## config.mk

```make
export PLATFORM = sky130hd
export DESIGN_NAME = burst_addr_gen
export DESIGN_NICKNAME = d
export VERILOG_FILES = /design/src/rtl/burst_addr_pkg.sv /design/src/rtl/burst_op_decode.sv /design/src/rtl/burst_addr_select.sv /design/src/rtl/burst_addr_reg.sv /design/src/rtl/burst_addr_gen.sv
export SDC_FILE = /design/constraint.sdc
export NUM_CORES = 1
export LEC_CHECK = 0
export BUFFER_PORTS_ARGS = -buffer_cell sky130_fd_sc_hd__clkbuf_2
export CAP_MARGIN = 10
export CORE_MARGIN = 2
export CORE_UTILIZATION = 50
export DETAILED_ROUTE_END_ITERATION = 8
export HOLD_SLACK_MARGIN = 0.02
export PLACE_DENSITY = 0.79
export SYNTH_ARGS = -nofsm -noshare
export SYNTH_HDL_FRONTEND = slang
export SYNTH_SLANG_ARGS = --single-unit
```

## constraint.sdc

```tcl
create_clock -name clk -period 2.33 [get_ports clk]
set_input_delay 0.466 -clock clk [delete_from_list [all_inputs] [get_ports clk]]
set_output_delay 0.466 -clock clk [all_outputs]
set_load 0.005 [all_outputs]
```

## src/rtl/burst_addr_pkg.sv

```systemverilog
package burst_addr_pkg;

    // Operation resolved from the three controls for one cycle.
    typedef enum logic [1:0] {
        OP_HOLD = 2'd0,
        OP_INC  = 2'd1,
        OP_LOAD = 2'd2,
        OP_CLR  = 2'd3
    } burst_op_e;

    // Control requests, already converted to active-high.
    typedef struct packed {
        logic clr;
        logic load;
        logic step;
    } burst_ctl_t;

    // Fixed priority: clear over load over step.
    function automatic burst_op_e resolve_op(input burst_ctl_t c);
        burst_op_e op;
        if (c.clr)
            op = OP_CLR;
        else if (c.load)
            op = OP_LOAD;
        else if (c.step)
            op = OP_INC;
        else
            op = OP_HOLD;
        return op;
    endfunction

endpackage

```

## src/rtl/burst_op_decode.sv

```systemverilog
module burst_op_decode
    import burst_addr_pkg::*;
(
    input  logic      strobe_n,
    input  logic      cnt_en_n,
    input  logic      clr_n,
    output burst_op_e op
);
    burst_ctl_t ctl;

    always_comb begin
        ctl.clr  = ~clr_n;
        ctl.load = ~strobe_n;
        ctl.step = ~cnt_en_n;
        op       = resolve_op(ctl);
    end

endmodule

```

## src/rtl/burst_addr_select.sv

```systemverilog
module burst_addr_select
    import burst_addr_pkg::*;
#(
    parameter int AW = 16
) (
    input  burst_op_e        op,
    input  logic [AW-1:0]    ext_addr,
    input  logic [AW-1:0]    cnt_q,
    output logic [AW-1:0]    eff_addr
);
    localparam logic [AW-1:0] ZERO_ADDR = '0;
    localparam logic [AW-1:0] ONE_ADDR  = {{(AW-1){1'b0}}, 1'b1};

    logic [AW-1:0] stepped;

    // Modulo-2^AW add: the carry out is dropped, so the top address wraps to zero.
    always_comb stepped = cnt_q + ONE_ADDR;

    always_comb begin
        unique case (op)
            OP_CLR:  eff_addr = ZERO_ADDR;
            OP_LOAD: eff_addr = ext_addr;
            OP_INC:  eff_addr = stepped;
            default: eff_addr = cnt_q;
        endcase
    end

endmodule

```

## src/rtl/burst_addr_reg.sv

```systemverilog
module burst_addr_reg #(
    parameter int AW = 16
) (
    input  logic          clk,
    input  logic          rst,
    input  logic [AW-1:0] d,
    output logic [AW-1:0] q
);
    always_ff @(posedge clk) begin
        if (rst)
            q <= '0;
        else
            q <= d;
    end

endmodule

```

## src/rtl/burst_addr_gen.sv

```systemverilog
module burst_addr_gen
    import burst_addr_pkg::*;
#(
    parameter int AW = 16
) (
    input  logic          clk,
    input  logic          rst,
    input  logic [AW-1:0] ext_addr,
    input  logic          strobe_n,
    input  logic          cnt_en_n,
    input  logic          clr_n,
    output logic [AW-1:0] eff_addr
);
    burst_op_e     op;
    logic [AW-1:0] cnt_q;

    burst_op_decode u_decode (
        .strobe_n (strobe_n),
        .cnt_en_n (cnt_en_n),
        .clr_n    (clr_n),
        .op       (op)
    );

    burst_addr_select #(.AW(AW)) u_select (
        .op       (op),
        .ext_addr (ext_addr),
        .cnt_q    (cnt_q),
        .eff_addr (eff_addr)
    );

    // The counter always follows the address used this cycle.
    burst_addr_reg #(.AW(AW)) u_cnt (
        .clk (clk),
        .rst (rst),
        .d   (eff_addr),
        .q   (cnt_q)
    );

endmodule

```

After elaboration in Yosys (flattened, before gate mapping)
Cells that the tools add are included.
Widths: inputs -> output; s select.
{"block": "classes", "add_sub_neg": 1, "mux": 4, "eq_ne": 3}
{"cell": "$pmux 16 s3", "n": 1}
{"cell": "$add 16x1->16 const B", "n": 1}
{"cell": "$eq 2x2->1 const B", "n": 2}
{"cell": "$mux 2", "n": 2}
{"cell": "$eq 2x1->1 const B", "n": 1}
{"cell": "$mux 1", "n": 1}
{"block": "word_totals", "out_inout_bits": 16, "regBits": 16}

Longest topological paths before layout
{"block": "depth", "ltp_word": 5, "depth_mapped": 6}

Hierarchy
Synthesis repeated with hierarchy kept, for this count alone.
{"block": "hier_totals", "hier_cells": 136, "hier_area_um2": 1211.2}
{"mod": "burst_addr_select", "cells_per_inst": 100, "area_each_um2": 730.7, "instances": 1}
{"mod": "burst_addr_reg", "cells_per_inst": 33, "area_each_um2": 464.2, "instances": 1}
{"mod": "burst_op_decode", "cells_per_inst": 3, "area_each_um2": 16.3, "instances": 1}

Least setup slack after synthesis
Ideal clock, no wire load.
{"block": "synth_path", "path_kind": "reg-to-output", "start": "reg u_cnt.q[0]", "end": "out eff_addr[8]", "arrival_time_ps": 1551, "n_path_buf": 0, "stages_incl_launch_ff": 6, "t_required_ps": 1864, "slack_ps": 313, "path_cell_list": "dfxtp_1 ha_1 nand3b_1 or4_1 and3_1 nor3_2"}
{"block": "synth_between", "elab_chain_len": 2}
{"element": "from (decl)", "line": "burst_addr_reg.sv:7", "text": "output logic [AW-1:0] q"}
{"element": "from (signal assigned)", "line": "burst_addr_reg.sv:11", "text": "q <= '0;"}
{"element": "from (signal assigned)", "line": "burst_addr_reg.sv:13", "text": "q <= d;"}
{"element": "$add 16x1->16", "line": "burst_addr_select.sv:17", "text": "always_comb stepped = cnt_q + ONE_ADDR;"}
{"element": "$pmux 16 s3", "line": "burst_addr_select.sv:20", "text": "unique case (op)"}
{"element": "to (decl)", "line": "burst_addr_gen.sv:12", "text": "output logic [AW-1:0] eff_addr"}
Every way passes these cells.

Worst setup path after layout
{"block": "layout_path", "start": "reg u_cnt.q[1]", "end": "out eff_addr[9]"}
The elaborated chain is that of the path after synthesis.

==> metrics.yaml <==
power_and_ir_drop:
  finalPower_uw: 634.0
  p_int_uw: 447.0
  clkPwrFrac_pct: 30.6
  p_leak_uw: 0.0006876
  power_frac_seq_pct: 47.1
  cellPowerDensity_nw_per_um2: 398.1
  combinationalPowerShare_pct: 22.3
  p_sw_share_pct: 29.51
  switchingPower_uw: 187.1
  ir_worst_vdd_v: 0.0003389
worst_setup_path:
  path_common_cell: "nor3_1"
  startpoint_type: "flop"
  worstPathArrival_ns: 1.87
  slowest_stage: "nor4_1"
  endpoint_kind: "output pin"
  cp_max_fo: 10
  crit_chain: "buf_4, nand4b_4, nor4_1, nor3_1, nor3_1, clkbuf_2"
  cp_data_required_time_ns: 1.86
  critical_path.max_stage_delay_ns: 0.40
  crit_type: "flop to output pin"
global_routing:
  grt_usage_pct: 25.02
  overflow: 0
  grt_max_degree: 27
  grt_pass1_vias: 1194
  grt_pass1_wl_um: 5175
  grt_antenna_before_repair: 0
logic_synthesis:
  synth-seq-cells: 16
  avgSynthCellArea_um2: 7.742
  yosysWarnings: 0
  synth_top_area_share_pct: 27.77
  synth_edf_count: 0
  postSynthNetCount: 171
  synth.distinct_cells: 39
  synth_area_leaders: "dfxtp_1 28%, nor2_1 6.5%, nor3_1 6.1%"
  seq_area_frac_synth_pct: 27.77
  synth_flop_cell: "dfxtp_1"
  synth_cells: 149
  ys_async_sr_fraction_pct: 0
  syn_area_um2: 1154
  yosysTopAreaCell: "dfxtp_1"
placed_design:
  dpl_cell_area_um2: 1374
  routabilityCongestion: 0.9027
  dp_hpwl_um: 2181
  port_buffers: 36
routing:
  ant_nets: 0
  first_pass_iters: 5
  wl_met3_um: 188
  finalWirelength_um: 3300
  met1Wirelength_um: 1413
  vias: 1339
  first_iter_violations: 44
  wl_met2_um: 1632
  wire_per_inst_um: 14.60
  drc: 0
  dr.max_layer_used: "met4"
  vias_per_cell: 5.925
floorplanning:
  die_x_um: 52.04
  die_area_um2: 2708
  die_y_um: 52.04
  ioPinCount: 37
  core_um2: 2191
  initial_utilization_pct: 52.66
  num_rows: 17
clock_network:
  clk_latency_ns: 0.30
  htreeDepth: 1
  ctsHoldBuffers: 0
  clkSlewWorstSetupHoldPaths_ns: 0.10
  numCtsBuffers: 3
  tritoncts: "done"
  cts_root_buffer: "clkbuf_4"
  clockBufferDepth: 2
  clock_sink_count: 16
sta:
  worst_slack_ns: -0.006026
  setup_violations: 2
  grt_setup_unrepaired: "yes"
  fmax_mhz: 428.1
  worstMarginPinSlew_ns: 0.5955
  max_slew_margin_pct: 60.26
  hold_viol: 0
  fin_crit_sh_pct: 100.3
  fin_skew_ns: 0.0007645
  slew_violations: 0
  fin_crit_ns: 2.336
final_layout:
  area_growth_pct: 38.07
  regMostFlops: "u_cnt.q"
  design_area_um2: 1593
  reg.largest.list: "u_cnt.q: 16 flops"
  largest_register_ffs: 16
  drive_above_1_share_pct: 42.93
  final_common_cell: "clkbuf_2"
  nNetsFinal: 221
  final_cell_mix: "35 x clkbuf_2, 20 x nor2_1, 17 x buf_4"
  antennaDiodeCount: 0
min_path:
  hold_path.class: "input port to flop"
run_status:
  violations: "negative setup slack"
  status: "finished with violations"
run:
  max_cap_viol_count: 0
==> routing by layer <==
metal | track usage (%) | vias to the layer above
met5 | 0 | -
met4 | 10.96 | 0
met3 | 2.874 | 9
met2 | 40.72 | 57
met1 | 33.04 | 620
li1 | - | 653
==> power by group through the flow <==
stage | clock (µW) | combinational [µW] | sequential (µW)
4_1_cts | 189 | 127 | 299
6_report | 194 | 142 | 299
3_3_place_gp | 0 | 122 | 303
5_1_grt | 204 | 156 | 301
2_1_floorplan | 0 | 76.4 | 301
3_5_place_dp | 0 | 125 | 304
==> synth_stat cells, types with 2 or more instances <==
cell type  count
o31ai_1        2
nor4_1         7
nor2_1        20
nand4_1        3
nor3_1        14
nor3_2         2
nand3_1        6
or4_1          2
nor2b_1        4
xnor2_1        5
a31oi_1        2
a21oi_1        9
a211oi_1       9
nand2_1       10
inv_1          4
buf_2          2
clkbuf_1       4
nand3b_1       2
nand2b_1       4
mux2i_1        4
dfxtp_1       16
==> logic make-up (layout without fill, tap and decap cells) <==
family                     count (synthesis)  count (layout)  share of synthesized area, %
AOI/OAI and AO/OA                         28              28                         17.24
xor gates and xnor gates                   6               6                         4.555
adders and majority gates                  1               1                         1.084
buffers and inverters                     12              61                         4.771
DFF                                       16              16                         27.77
muxes                                      4               4                         3.471
and+or+nand+nor                           82              82                         41.11
==> layout make-up <==
type / instances / area [µm²]
Clock buffer: 4 / 36.28
Fill cell: 160 / 598.1
Inverter: 4 / 15.01
Multi-Input combinational cell: 121 / 855.8
Sequential cell: 16 / 342.8
Tap cell: 28 / 35.03
Timing Repair Buffer: 53 / 307.8
==> timing repair <==
item,4_1_cts,5_1_grt
buffers inserted,2,9
endpoints found under the hold margin,0,0
endpoints found under the setup margin,4,8
pin swaps,1,7
gates resized for setup,14,15
==> worst paths after layout <==
kind / start / end / slack (ns) / depth (start not counted)
setup / recovery: u_cnt.q[1]$_SDFF_PP0_ / eff_addr[9] / -0.006 / 6
hold / removal: rst / u_cnt.q[1]$_SDFF_PP0_ / 0.43 / 2
setup reg to reg: u_cnt.q[1]$_SDFF_PP0_ / u_cnt.q[8]$_SDFF_PP0_ / 0.60 / 6
hold reg to reg: u_cnt.q[4]$_SDFF_PP0_ / u_cnt.q[4]$_SDFF_PP0_ / 0.63 / 2
==> metrics by stage <==
stage	instances	TNS [ns]	setup slack (ns)	utilization, %	hold slack (ns)
after global placement	211	0	0.1286	62.71	0.6231
after global routing	226	-0.5053	-0.1058	72.70	0.4365
after floorplan	149	0	0.3131	-	0.5351
after CTS	217	-0.001619	-0.001619	66.70	0.4306
final	226	-0.009090	-0.006026	72.70	0.4321
after detailed placement	211	0	0.1218	62.71	0.6408
==> critical path, delay by kind of cell (launching register included) <==
family / cells / cell delay, ns
buffers and inverters: 2 / 0.28
DFF: 1 / 0.37
and+or+nand+nor: 4 / 0.92
(Power assumes the default switching activity.)
